**config.mk**
```make
export PLATFORM = sky130hd
export DESIGN_NAME = ds3_nib_tx
export DESIGN_NICKNAME = d
export VERILOG_FILES = /design/src/rtl/ds3tx_pkg.sv /design/src/rtl/ds3tx_seq.sv /design/src/rtl/ds3tx_shift.sv /design/src/rtl/ds3_nib_tx.sv
export SDC_FILE = /design/constraint.sdc
export NUM_CORES = 1
export LEC_CHECK = 0
export ABC_AREA = 1
export CORE_ASPECT_RATIO = 1.2
export CORE_UTILIZATION = 35
export CTS_CLUSTER_DIAMETER = 120
export CTS_CLUSTER_SIZE = 24
export DETAILED_ROUTE_END_ITERATION = 8
export PLACE_DENSITY_LB_ADDON = 0.25
export SYNTH_ARGS = -nofsm -noshare
export SYNTH_HDL_FRONTEND = slang
export SYNTH_SLANG_ARGS = --single-unit
```
**constraint.sdc**
```tcl
create_clock -name clk -period 1.7 [get_ports clk]
set_input_delay 0.255 -clock clk [delete_from_list [all_inputs] [get_ports clk]]
set_output_delay 0.255 -clock clk [all_outputs]
set_load 0.01 [all_outputs]
```
**src/rtl/ds3tx_pkg.sv**
```systemverilog
package ds3tx_pkg;

  // Per-cycle control that the slot sequencer hands to the shifter.
  typedef struct packed {
    logic boundary;  // last cycle of the current nibble period
    logic capture;   // sampling edge closes this cycle
    logic payload;   // this cycle carries a payload bit
    logic direct;    // capture and boundary coincide: load straight from input
  } ds3tx_ctl_t;

  // Cycle inside a period at which sampling happens (third edge after rise).
  localparam int unsigned CAP_PHASE = 3;

endpackage

```
**src/rtl/ds3tx_seq.sv**
```systemverilog
module ds3tx_seq
  import ds3tx_pkg::*;
#(
  parameter int unsigned NIB_W       = 4,
  parameter int unsigned NIB_PER_BLK = 21,
  parameter int unsigned NIB_PER_FRM = 1176
) (
  input  logic       clk,
  input  logic       rst,
  output ds3tx_ctl_t ctl,
  output logic       nib_clk,
  output logic       oh_slot,
  output logic       frame_mark
);

  localparam int unsigned PH_W = $clog2(NIB_W + 1);
  localparam int unsigned NB_W = (NIB_PER_BLK > 1) ? $clog2(NIB_PER_BLK) : 1;
  localparam int unsigned PI_W = $clog2(NIB_PER_FRM);

  localparam logic [PH_W-1:0] PH_LONG  = PH_W'(NIB_W);
  localparam logic [PH_W-1:0] PH_SHORT = PH_W'(NIB_W - 1);
  localparam logic [PH_W-1:0] PH_CAP   = PH_W'(CAP_PHASE);
  localparam logic [PH_W-1:0] PH_HI0   = PH_W'(1);
  localparam logic [PH_W-1:0] PH_HI1   = PH_W'(2);
  localparam logic [NB_W-1:0] NB_LAST  = NB_W'(NIB_PER_BLK - 1);
  localparam logic [PI_W-1:0] PI_LAST  = PI_W'(NIB_PER_FRM - 1);
  localparam logic [PI_W-1:0] PI_MARK  = PI_W'(NIB_PER_FRM - 2);

  logic [PH_W-1:0] ph_q, ph_n;
  logic [NB_W-1:0] nib_q, nib_n;
  logic [PI_W-1:0] pidx_q, pidx_n;
  logic            stretched;
  logic [PH_W-1:0] last_ph;

  always_comb begin
    stretched    = (nib_q == '0);
    last_ph      = stretched ? PH_LONG : PH_SHORT;
    ctl.boundary = (ph_q == last_ph);
    ctl.capture  = (ph_q == PH_CAP);
    ctl.payload  = !(stretched && (ph_q == '0));
    ctl.direct   = ctl.capture && ctl.boundary;

    ph_n   = ph_q + PH_W'(1);
    nib_n  = nib_q;
    pidx_n = pidx_q;
    if (ctl.boundary) begin
      ph_n   = '0;
      nib_n  = (nib_q == NB_LAST) ? '0 : nib_q + NB_W'(1);
      pidx_n = (pidx_q == PI_LAST) ? '0 : pidx_q + PI_W'(1);
    end
  end

  always_ff @(posedge clk) begin
    if (rst) begin
      ph_q       <= '0;
      nib_q      <= '0;
      pidx_q     <= '0;
      nib_clk    <= 1'b0;
      oh_slot    <= 1'b1;
      frame_mark <= 1'b0;
    end else begin
      ph_q       <= ph_n;
      nib_q      <= nib_n;
      pidx_q     <= pidx_n;
      nib_clk    <= (ph_n == PH_HI0) || (ph_n == PH_HI1);
      oh_slot    <= (nib_n == '0) && (ph_n == '0);
      frame_mark <= (pidx_n == PI_MARK);
    end
  end


  nib_clk_width_chk: assert property (@(posedge clk) disable iff (rst)
    $rose(nib_clk) |=> (nib_clk ##1 !nib_clk));


  oh_single_chk: assert property (@(posedge clk) disable iff (rst)
    oh_slot |=> !oh_slot);


  oh_clk_low_chk: assert property (@(posedge clk) disable iff (rst)
    oh_slot |-> !nib_clk);


  mark_align_chk: assert property (@(posedge clk) disable iff (rst)
    $rose(frame_mark) |=> $rose(nib_clk));

endmodule

```
**src/rtl/ds3tx_shift.sv**
```systemverilog
module ds3tx_shift
  import ds3tx_pkg::*;
#(
  parameter int unsigned NIB_W = 4
) (
  input  logic             clk,
  input  logic             rst,
  input  logic [NIB_W-1:0] nib_in,
  input  ds3tx_ctl_t       ctl,
  output logic             ser_bit
);

  logic [NIB_W-1:0] hold_q;
  logic [NIB_W-1:0] sh_q;

  always_ff @(posedge clk) begin
    if (rst) begin
      hold_q <= '0;
      sh_q   <= '0;
    end else begin
      if (ctl.capture) hold_q <= nib_in;
      if (ctl.boundary) begin
        sh_q <= ctl.direct ? nib_in : hold_q;
      end else if (ctl.payload) begin
        sh_q <= {sh_q[NIB_W-2:0], 1'b0};
      end
    end
  end

  assign ser_bit = ctl.payload & sh_q[NIB_W-1];


  cap_in_period_chk: assert property (@(posedge clk) disable iff (rst)
    ctl.capture |-> ctl.payload);

endmodule

```
**src/rtl/ds3_nib_tx.sv**
```systemverilog
module ds3_nib_tx
  import ds3tx_pkg::*;
#(
  parameter int unsigned PAY_BITS = 84,
  parameter int unsigned BLOCKS   = 56,
  parameter int unsigned NIB_W    = 4
) (
  input  logic             clk,
  input  logic             rst,
  input  logic [NIB_W-1:0] nib_in,
  output logic             nib_clk,
  output logic             ser_bit,
  output logic             oh_slot,
  output logic             frame_mark
);

  localparam int unsigned NIB_PER_BLK = PAY_BITS / NIB_W;
  localparam int unsigned NIB_PER_FRM = NIB_PER_BLK * BLOCKS;

  ds3tx_ctl_t ctl;

  ds3tx_seq #(
    .NIB_W      (NIB_W),
    .NIB_PER_BLK(NIB_PER_BLK),
    .NIB_PER_FRM(NIB_PER_FRM)
  ) u_seq (
    .clk       (clk),
    .rst       (rst),
    .ctl       (ctl),
    .nib_clk   (nib_clk),
    .oh_slot   (oh_slot),
    .frame_mark(frame_mark)
  );

  ds3tx_shift #(
    .NIB_W(NIB_W)
  ) u_shift (
    .clk    (clk),
    .rst    (rst),
    .nib_in (nib_in),
    .ctl    (ctl),
    .ser_bit(ser_bit)
  );


  oh_no_data_chk: assert property (@(posedge clk) disable iff (rst)
    oh_slot |-> !ser_bit);


  cap_clk_low_chk: assert property (@(posedge clk) disable iff (rst)
    ctl.capture |-> !nib_clk);

endmodule

```
* Word-level counts from Yosys, hierarchy flattened
Index checks and enable logic that the tools add are counted.
** Operators by class
- Reduce and logical (&&, ||, !) cells :: 9
- Equal/unequal tests :: 8
- Muxes and demuxes :: 9
- Add/sub/neg operators :: 3
- Bitwise operators :: 1
** Operators by type and width (number)
- equality test 11 bit, second input constant :: 2
- two-way mux 11 bit :: 2
- two-way mux 4 bit :: 3
- adder 11 x 1 -> 11 bit, second input constant :: 1
- logical NOT 5 bit :: 2
- two-way mux 5 bit :: 2
- equality test 3 x 2 -> 1 bit, second input constant :: 2
- logical NOT 3 bit :: 2
- two-way mux 3 bit :: 2
- adder 5 x 1 -> 5 bit, second input constant :: 1
- equality test 5 bit, second input constant :: 1
- adder 3 x 1 -> 3 bit, second input constant :: 1
- equality test 3 x 1 -> 1 bit, second input constant :: 1
- equality test 3 bit :: 1
- logical AND 1 bit :: 3
- != test 2 bit, second input constant :: 1
- AND 1 bit :: 1
- logical NOT 1 bit :: 1
- logical OR 1 bit :: 1
** Word-level totals
- Bits of input ports :: 6
- Output and inout port bits :: 4
- Word-level logic and storage cells :: 38
- Flip-flop bits (word level) :: 30

* Depth between registers and ports, before layout
Gate-level depths: netlist of run 1.
- Word-level depth :: 6
- Mapped depth :: 15
- Gate-level depth less buffers :: 14

* Modules after synthesis
Synthesis of run 1 repeated with hierarchy kept, for this count alone.
** Unflattened totals
- Cells, all modules :: 280
- Area, all modules :: 1816.7 um2
** By module, submodules not included
- ds3tx_seq :: seq. area each 440.4 um2, cells each 220, area an instance 1431.4 um2, instances 1
- ds3tx_shift :: seq. area each 160.2 um2, cells each 60, area an instance 385.4 um2, instances 1

* Least setup slack after synthesis of run 1
Ideal clock, no wire load.
- Path kind :: flip-flop to flip-flop
- From :: reg u_seq.nib_q[0]
- To :: reg u_seq.oh_slot
- Setup slack :: 0.134 ns
- Buffers on the path :: 1
- Stages on the path, launching flop included :: 13
- Arrival time :: 1.452 ns
- Required time :: 1.586 ns
- Period minus slack after synthesis :: 1.566 ns
- Setup time :: 0.114 ns
- Path through :: dfxtp_1 inv_1 ha_1 inv_1 nor2_1 nand2_2 nand2_4 nand2_4 buf_12 o21ai_0 nor2_1 nand4_1 nand2_1
** Between the ends
- Longest elaborated chain between the ends :: 6
- Elaborated cells between the ends (all ways) :: 11
- Those cells by class :: add/sub (1); eq/ne (2); mux (4); reduce/logical (4)
** RTL lines
- from (decl) :: line ds3tx_seq.sv:30 : logic [NB_W-1:0] nib_q, nib_n;
- from (signal assigned) :: line ds3tx_seq.sv:63 : nib_q <= nib_n;
- parallel branches: the longest is 5 deep, another holds adder 5 x 1 -> 5 bit
- logical AND 1 bit * :: line ds3tx_seq.sv:66 : oh_slot <= (nib_n == '0) && (ph_n == '0);
- to (signal assigned) :: line ds3tx_seq.sv:66
- to (decl) :: line ds3tx_seq.sv:12 : output logic oh_slot,
Mark *: on every way between the ends.
A chain may end at the register's enable or synchronous reset.

* Worst setup path in the final report of run 1
- From :: reg u_seq.nib_q[0]
- To :: out ser_bit
** Between the ends
- Longest elaborated chain between the ends :: 4
** RTL lines
- logical NOT 5 bit :: line ds3tx_seq.sv:36 : stretched = (nib_q == '0);
- logical AND 1 bit :: line ds3tx_seq.sv:40 : ctl.payload = !(stretched && (ph_q == '0));
- logical NOT 1 bit :: line ds3tx_seq.sv:40
- AND 1 bit :: line ds3tx_shift.sv:30 : assign ser_bit = ctl.payload & sh_q[NIB_W-1];
- to (decl) :: line ds3_nib_tx.sv:12 : output logic ser_bit,
No other way between the ends.

==> flow_summary.json, run 1 <==
{
  "run_status": "complete, no violations",
  "instances_no_fill": 353,
  "grt-ovfl-total": 0,
  "cts.path.max_buffers": 2,
  "ant_nets": 0,
  "crit_buf_inv": 3,
  "clock_skew_ps": 7.00,
  "synthCells": 258,
  "syn-mean-instance-area_sq_um": 6.96,
  "min-delay-start": "u_shift.hold_q[2]$_SDFFE_PP0N_",
  "fin_total_pwr_w": 0.00187,
  "grt_pass1_wl_microns": 6960,
  "cts-root-buf": "clkbuf_8",
  "layout_commonest_cell": "nand2_1",
  "clkSlewWorstSetupHoldPaths_ps": 70,
  "worst_pin_slew_ps": 381,
  "drive_above_1_share": 0.280,
  "place.gp.congestion": 0.811,
  "dr.pass1.iters": 4,
  "cts_hold_repair.buffers": 0,
  "cts.sinks": 30,
  "yosysWarnings": 0,
  "gr-usage-met3": 0.0440,
  "synth.distinct_cells": 28,
  "ys_top_cells_by_area": "dfxtp_1, nand2_1, nor2_1",
  "die-width_microns": 67.4,
  "syn_nets": 271,
  "post_drt_via_cell_ratio": 4.81,
  "r2r-end": "u_seq.frame_mark$_SDFF_PP0_",
  "clk_latency_ps": 290,
  "yosys.area.top_type": "dfxtp_1",
  "antenna_found_initial": 0,
  "synth_seq_cells": 30,
  "grt_max_degree": 25,
  "top_usage_layer": "met2",
  "place_inst": 341,
  "rr_worst_depth": 13,
  "dieArea_sq_um": 5430,
  "start_util": 0.364,
  "startpoint": "u_seq.nib_q[0]$_SDFF_PP0_",
  "cp_max_fo": 3,
  "rows": 28,
  "path_delay_family": "simple AND/OR/NAND/NOR gates",
  "dr.first_iter.drc_count": 57,
  "routed_wl_microns": 4190,
  "nets": 305,
  "hold_path_class": "reg -> reg",
  "fillers": 487,
  "synth_top_family_by_area": "simple AND/OR/NAND/NOR gates",
  "ir_worst_vdd_v": 0.000496,
  "timing.setup.tns_ps": 0,
  "setup_viol": 0,
  "synth.top_cell.area_share": 0.334,
  "cp_slowest_cell": "dfxtp_2",
  "synthAdderAreaFrac": 0.0487,
  "startpoint_type": "flop",
  "crit_path_max_incr_delay_ps": 320,
  "crit_type": "reg -> out",
  "coreArea_sq_um": 4940,
  "path_cells": "inv_2, ha_4, nand2_2, nor2_4, nand3_2, nand2_1, inv_1, buf_2",
  "min_period_ps": 1610,
  "crit_path_end_kind": "primary output",
  "critical_path_required_ps": 1440,
  "reg2reg_from": "u_seq.nib_q[0]$_SDFF_PP0_",
  "die_h_microns": 80.5,
  "ys_seq_area_frac": 0.334,
  "diodes": 0,
  "cts_made_buffers": 5,
  "synth-xor-area-share": 0.0292,
  "io_buffer_count": 9,
  "syn_area_sq_um": 1800,
  "drc": 0,
  "vias": 1698,
  "io_pins": 10,
  "wl_per_cell_microns": 11.9,
  "grt_use_met1": 0.199,
  "min_to": "u_shift.hold_q[2]$_SDFFE_PP0N_",
  "arrival_ps": 1360,
  "utilization": 0.482,
  "slew_headroom": 0.744,
  "cts_tree": "done",
  "dpl.hpwl_microns": 2900,
  "grtUsageMet2": 0.290,
  "rsz0062_at_grt": "true",
  "cts_max_level": 2,
  "final_cell_mix": "nand2_1, nor2_1, inv_1",
  "track_usage": 0.172,
  "power.density_nw_per_um2": 785,
  "rrSetupSlack_ps": 90,
  "synth_compound_area_frac": 0.0724,
  "synth_mux_area_frac": 0.0223,
  "period_share": 0.949,
  "timing.max_cap.violations": 0,
  "slew_viol_final": 0,
  "hold_viol_final": 0,
  "p_leak_nw": 1.00,
  "synth-simple-area-share": 0.371,
  "syn2layout_area_growth_pct": 32.4,
  "max_freq_ghz": 0.620,
  "grt_pass1_vias": 1573,
  "whs_path_depth": 2
}
## registers in the layout, indices dropped and copies added (netlist names)
signal	cells
u_seq.pidx_q	11
u_seq.nib_q	5
u_shift.hold_q	4
u_shift.sh_q	4
u_seq.ph_q	3
u_seq.frame_mark	1
u_seq.nib_clk	1
u_seq.oh_slot	1
## synth_stat cells
library cell  count
nand2_1          47
nor2_1           43
inv_1            36
dfxtp_1          30
nand3_1          22
o21ai_0          13
ha_1              7
nor3_1            7
a21oi_1           6
nand2_2           6
xor2_1            6
nand2_4           5
mux2i_1           4
nand4_1           4
nor2_2            3
a31oi_2           2
buf_1             2
buf_12            2
buf_2             2
inv_2             2
nor2_4            2
a32o_1            1
and2_1            1
buf_6             1
clkbuf_1          1
clkinv_1          1
nand3_2           1
nand3b_1          1
## cells by family (layout without fill, tap and decap cells)
family | after synthesis | count (layout)
AOI/OAI and AO/OA | 22 | 22
xor gates and xnor gates | 6 | 6
adders and majority gates | 7 | 7
buffers and inverters | 47 | 79
DFF | 30 | 30
muxes | 4 | 4
and+or+nand+nor | 142 | 145
## layout make-up
| class | instances | area (sq um) | area share |
|---|---|---|---|
| well taps | 60 | 75.1 | 0.0316 |
| flip-flops and latches | 30 | 607 | 0.255 |
| multi-input cells | 184 | 1180 | 0.496 |
| repair buffers | 32 | 258 | 0.108 |
| clock inverters | 3 | 45.0 | 0.0189 |
| inverters | 39 | 146 | 0.0615 |
| clock buffers | 5 | 68.8 | 0.0289 |
## through the flow
step           hold WS [ps]  setup WS, ps  area (sq um)
2_1_floorplan           417           134          1800
3_3_place_gp            472         -42.9          2050
3_5_place_dp            478         -41.9          2050
4_1_cts                 497          24.4          2200
5_1_grt                 551         -74.0          2380
6_report                488          86.3          2380
## worst max-delay path by stage
stage / endpoint / slack (ps) / cells past startpoint
2_1_floorplan: u_seq.oh_slot$_SDFF_PP1_ / 130 / 12
3_3_place_gp: ser_bit / -40 / 8
3_5_place_dp: ser_bit / -40 / 8
4_1_cts: u_seq.frame_mark$_SDFF_PP0_ / 20 / 14
5_1_grt: u_seq.frame_mark$_SDFF_PP0_ / -70 / 14
6_report: ser_bit / 90 / 8
## routing by layer
layer | part of all wire | wire length [microns]
met5 | 0 | 0
met1 | 0.43 | 1790
met4 | 0.021 | 87
met3 | 0.027 | 111
met2 | 0.52 | 2200
## report_power, final
| part | total, W | switching [W] | internal (W) |
|---|---|---|---|
| sequential | 0.000760 | 0.0000185 | 0.000742 |
| clock | 0.000739 | 0.000303 | 0.000436 |
| combinational | 0.000368 | 0.000205 | 0.000162 |
## worst min-delay path, cell delays in order (launching register included)
cell and delay (ps):
dfxtp_1 310, mux2i_1 70, nor2_1 80
## repair_timing
item | in CTS | in global routing
setup buffers | 1 | 0
endpoints found under the setup margin | 4 | 9
gates cloned | 0 | 3
resized for setup | 11 | 38
pin swaps | 4 | 11
No activity file was read; power rests on OpenSTA's default activity.
==> run 2, diff against run 1 <==
--- a/config.mk
+++ b/config.mk
@@ -11,6 +11,7 @@
 export CTS_CLUSTER_DIAMETER = 120
 export CTS_CLUSTER_SIZE = 24
 export DETAILED_ROUTE_END_ITERATION = 8
+export GPL_TIMING_DRIVEN = 0
 export PLACE_DENSITY_LB_ADDON = 0.25
 export SYNTH_ARGS = -nofsm -noshare
 export SYNTH_HDL_FRONTEND = slang
==> flow_summary.json, run 2 (synthesized netlist as in run 1, its figures left out) <==
{
  "run_status": "complete, no violations",
  "drive_above_1_share": 0.230,
  "coreArea_sq_um": 4940,
  "io_buffer_count": 8,
  "power.density_nw_per_um2": 806,
  "path_delay_family": "simple AND/OR/NAND/NOR gates",
  "grt-ovfl-total": 0,
  "path_cells": "inv_4, ha_4, nand2_2, nor2_4, buf_6, nand2_4, nand2_4, buf_12, nand2_4, nand2_2, nor2_2, nand2_1, nor2_1, nand2_1, nor2_1",
  "layout_commonest_cell": "nand2_1",
  "clock_skew_ps": 2.00,
  "hold_viol_final": 0,
  "die-width_microns": 67.4,
  "largest_reg_flops": 11,
  "max_freq_ghz": 0.593,
  "place.gp.congestion": 0.849,
  "place_inst": 326,
  "dieArea_sq_um": 5430,
  "antenna_found_initial": 0,
  "cp_slowest_cell": "dfxtp_4",
  "cpMostUsedCell": "nand2_4",
  "vias": 1613,
  "min_period_ps": 1690,
  "clkSlewWorstSetupHoldPaths_ps": 60,
  "grt_pass1_wl_microns": 6820,
  "arrival_ps": 1910,
  "largest-register": "u_seq.pidx_q",
  "routed_wl_microns": 4130,
  "wl_per_cell_microns": 12.0,
  "top_regs": "u_seq.pidx_q (11), u_seq.nib_q (5)",
  "clk_latency_ps": 280,
  "final-seq-area_sq_um": 609,
  "instances_no_fill": 343,
  "timing.setup.tns_ps": 0,
  "fillers": 490,
  "hold_path_class": "in -> reg",
  "crit_buf_inv": 3,
  "dr.pass1.iters": 4,
  "rows": 28,
  "slew_headroom": 0.635,
  "cts_max_level": 2,
  "period_share": 0.992,
  "post_drt_via_cell_ratio": 4.70,
  "crit_path_max_incr_delay_ps": 370,
  "timing.max_cap.violations": 0,
  "rsz0062_at_grt": "true",
  "diodes": 0,
  "ir_worst_vdd_v": 0.000561,
  "dr.first_iter.drc_count": 76,
  "grt_pass1_vias": 1473,
  "startpoint_type": "flop",
  "nets": 295,
  "cp_max_fo": 8,
  "cts.path.max_buffers": 2,
  "multi_input_area_sq_um": 1080,
  "worst_pin_slew_ps": 548,
  "final_cell_mix": "nand2_1, nor2_1, inv_1",
  "ant_nets": 0,
  "cts_tree": "done",
  "crit_path_end_kind": "flop",
  "holdWs_ps": 266,
  "syn2layout_area_growth_pct": 25.1,
  "start_util": 0.364,
  "cts_made_buffers": 5,
  "slew_viol_final": 0,
  "die_h_microns": 80.5,
  "drc": 0,
  "crit_type": "reg -> reg",
  "grt_max_degree": 11,
  "p_leak_nw": 0.962,
  "setup_viol": 0,
  "io_pins": 10,
  "critical_path_required_ps": 1920,
  "track_usage": 0.172,
  "dpl.hpwl_microns": 2790,
  "cts.sinks": 30,
  "cts-root-buf": "clkbuf_8"
}
==> run 2: changes by cell type in the layout (fill, tap and decap cells not counted), moves of 3 or more <==
cell     before  now
buf_4        23    5
buf_6         0    4
nand2_8       4    1
nor2_4        7    4
o21ai_0      11    6
o21ai_1       2    5
==> run 2: cell type report <==
class | instances | area share
plain buffers | 7 | 0.0323
clock buffers | 7 | 0.0340
clock inverters | 1 | 0.0134
inverters | 39 | 0.0663
multi-input cells | 182 | 0.479
flip-flops and latches | 30 | 0.271
well taps | 60 | 0.0334
repair buffers | 17 | 0.0702
==> run 2: worst reg2reg max path: cells and delay by family, from the launching register on <==
family                     cells  cell delay (ps)
adders and majority gates      1              150
buffers and inverters          3              300
DFF                            1              370
and+or+nand+nor               11              810
==> run 2: final timing paths <==
| check | from | end | slack (ps) | cells after the start |
|---|---|---|---|---|
| worst min-delay path | rst | u_seq.pidx_q[1]$_SDFF_PP0_ | 270 | 2 |
| worst max-delay path | u_seq.nib_q[1]$_SDFF_PP0_ | u_seq.frame_mark$_SDFF_PP0_ | 10 | 15 |
| worst min register to register | u_seq.ph_q[0]$_SDFF_PP0_ | u_seq.ph_q[0]$_SDFF_PP0_ | 490 | 1 |
| worst max register to register | u_seq.nib_q[1]$_SDFF_PP0_ | u_seq.frame_mark$_SDFF_PP0_ | 10 | 15 |
==> run 2: routing by layer <==
layer | share of wire | track usage | vias to the layer above
li1 | - | - | 857
met1 | 0.44 | 0.202 | 733
met2 | 0.53 | 0.301 | 17
met3 | 0.021 | 0.0384 | 6
met4 | 0.012 | 0.0574 | 0
met5 | 0 | 0 | -
==> run 2: what timing repair did <==
| item | CTS | global route |
|---|---|---|
| setup endpoints to repair | 6 | 13 |
| pin swaps | 5 | 17 |
| hold buffers | 0 | 0 |
| buffers inserted | 4 | 5 |
| endpoints found under the hold margin | 0 | 0 |
| gates cloned | 1 | 0 |
| resized for setup | 21 | 27 |
==> run 2: power breakdown <==
group	switching (W)	internal, W	total (W)
clock	0.000269	0.000438	0.000707
combinational	0.000182	0.000155	0.000337
sequential	0.0000244	0.000742	0.000766
==> run 2: metrics by stage <==
step / util / setup WS (ps) / cell area, sq um / power, W
after global placement: 0.395 / -242 / 1950 / 0.00105
after CTS: 0.432 / 0.309 / 2140 / 0.00178
final: 0.455 / 14.2 / 2250 / 0.00181
after detailed placement: 0.395 / -251 / 1950 / 0.00105
after global routing: 0.455 / -118 / 2250 / 0.00189
after floorplan: - / 134 / 1800 / 0.000972
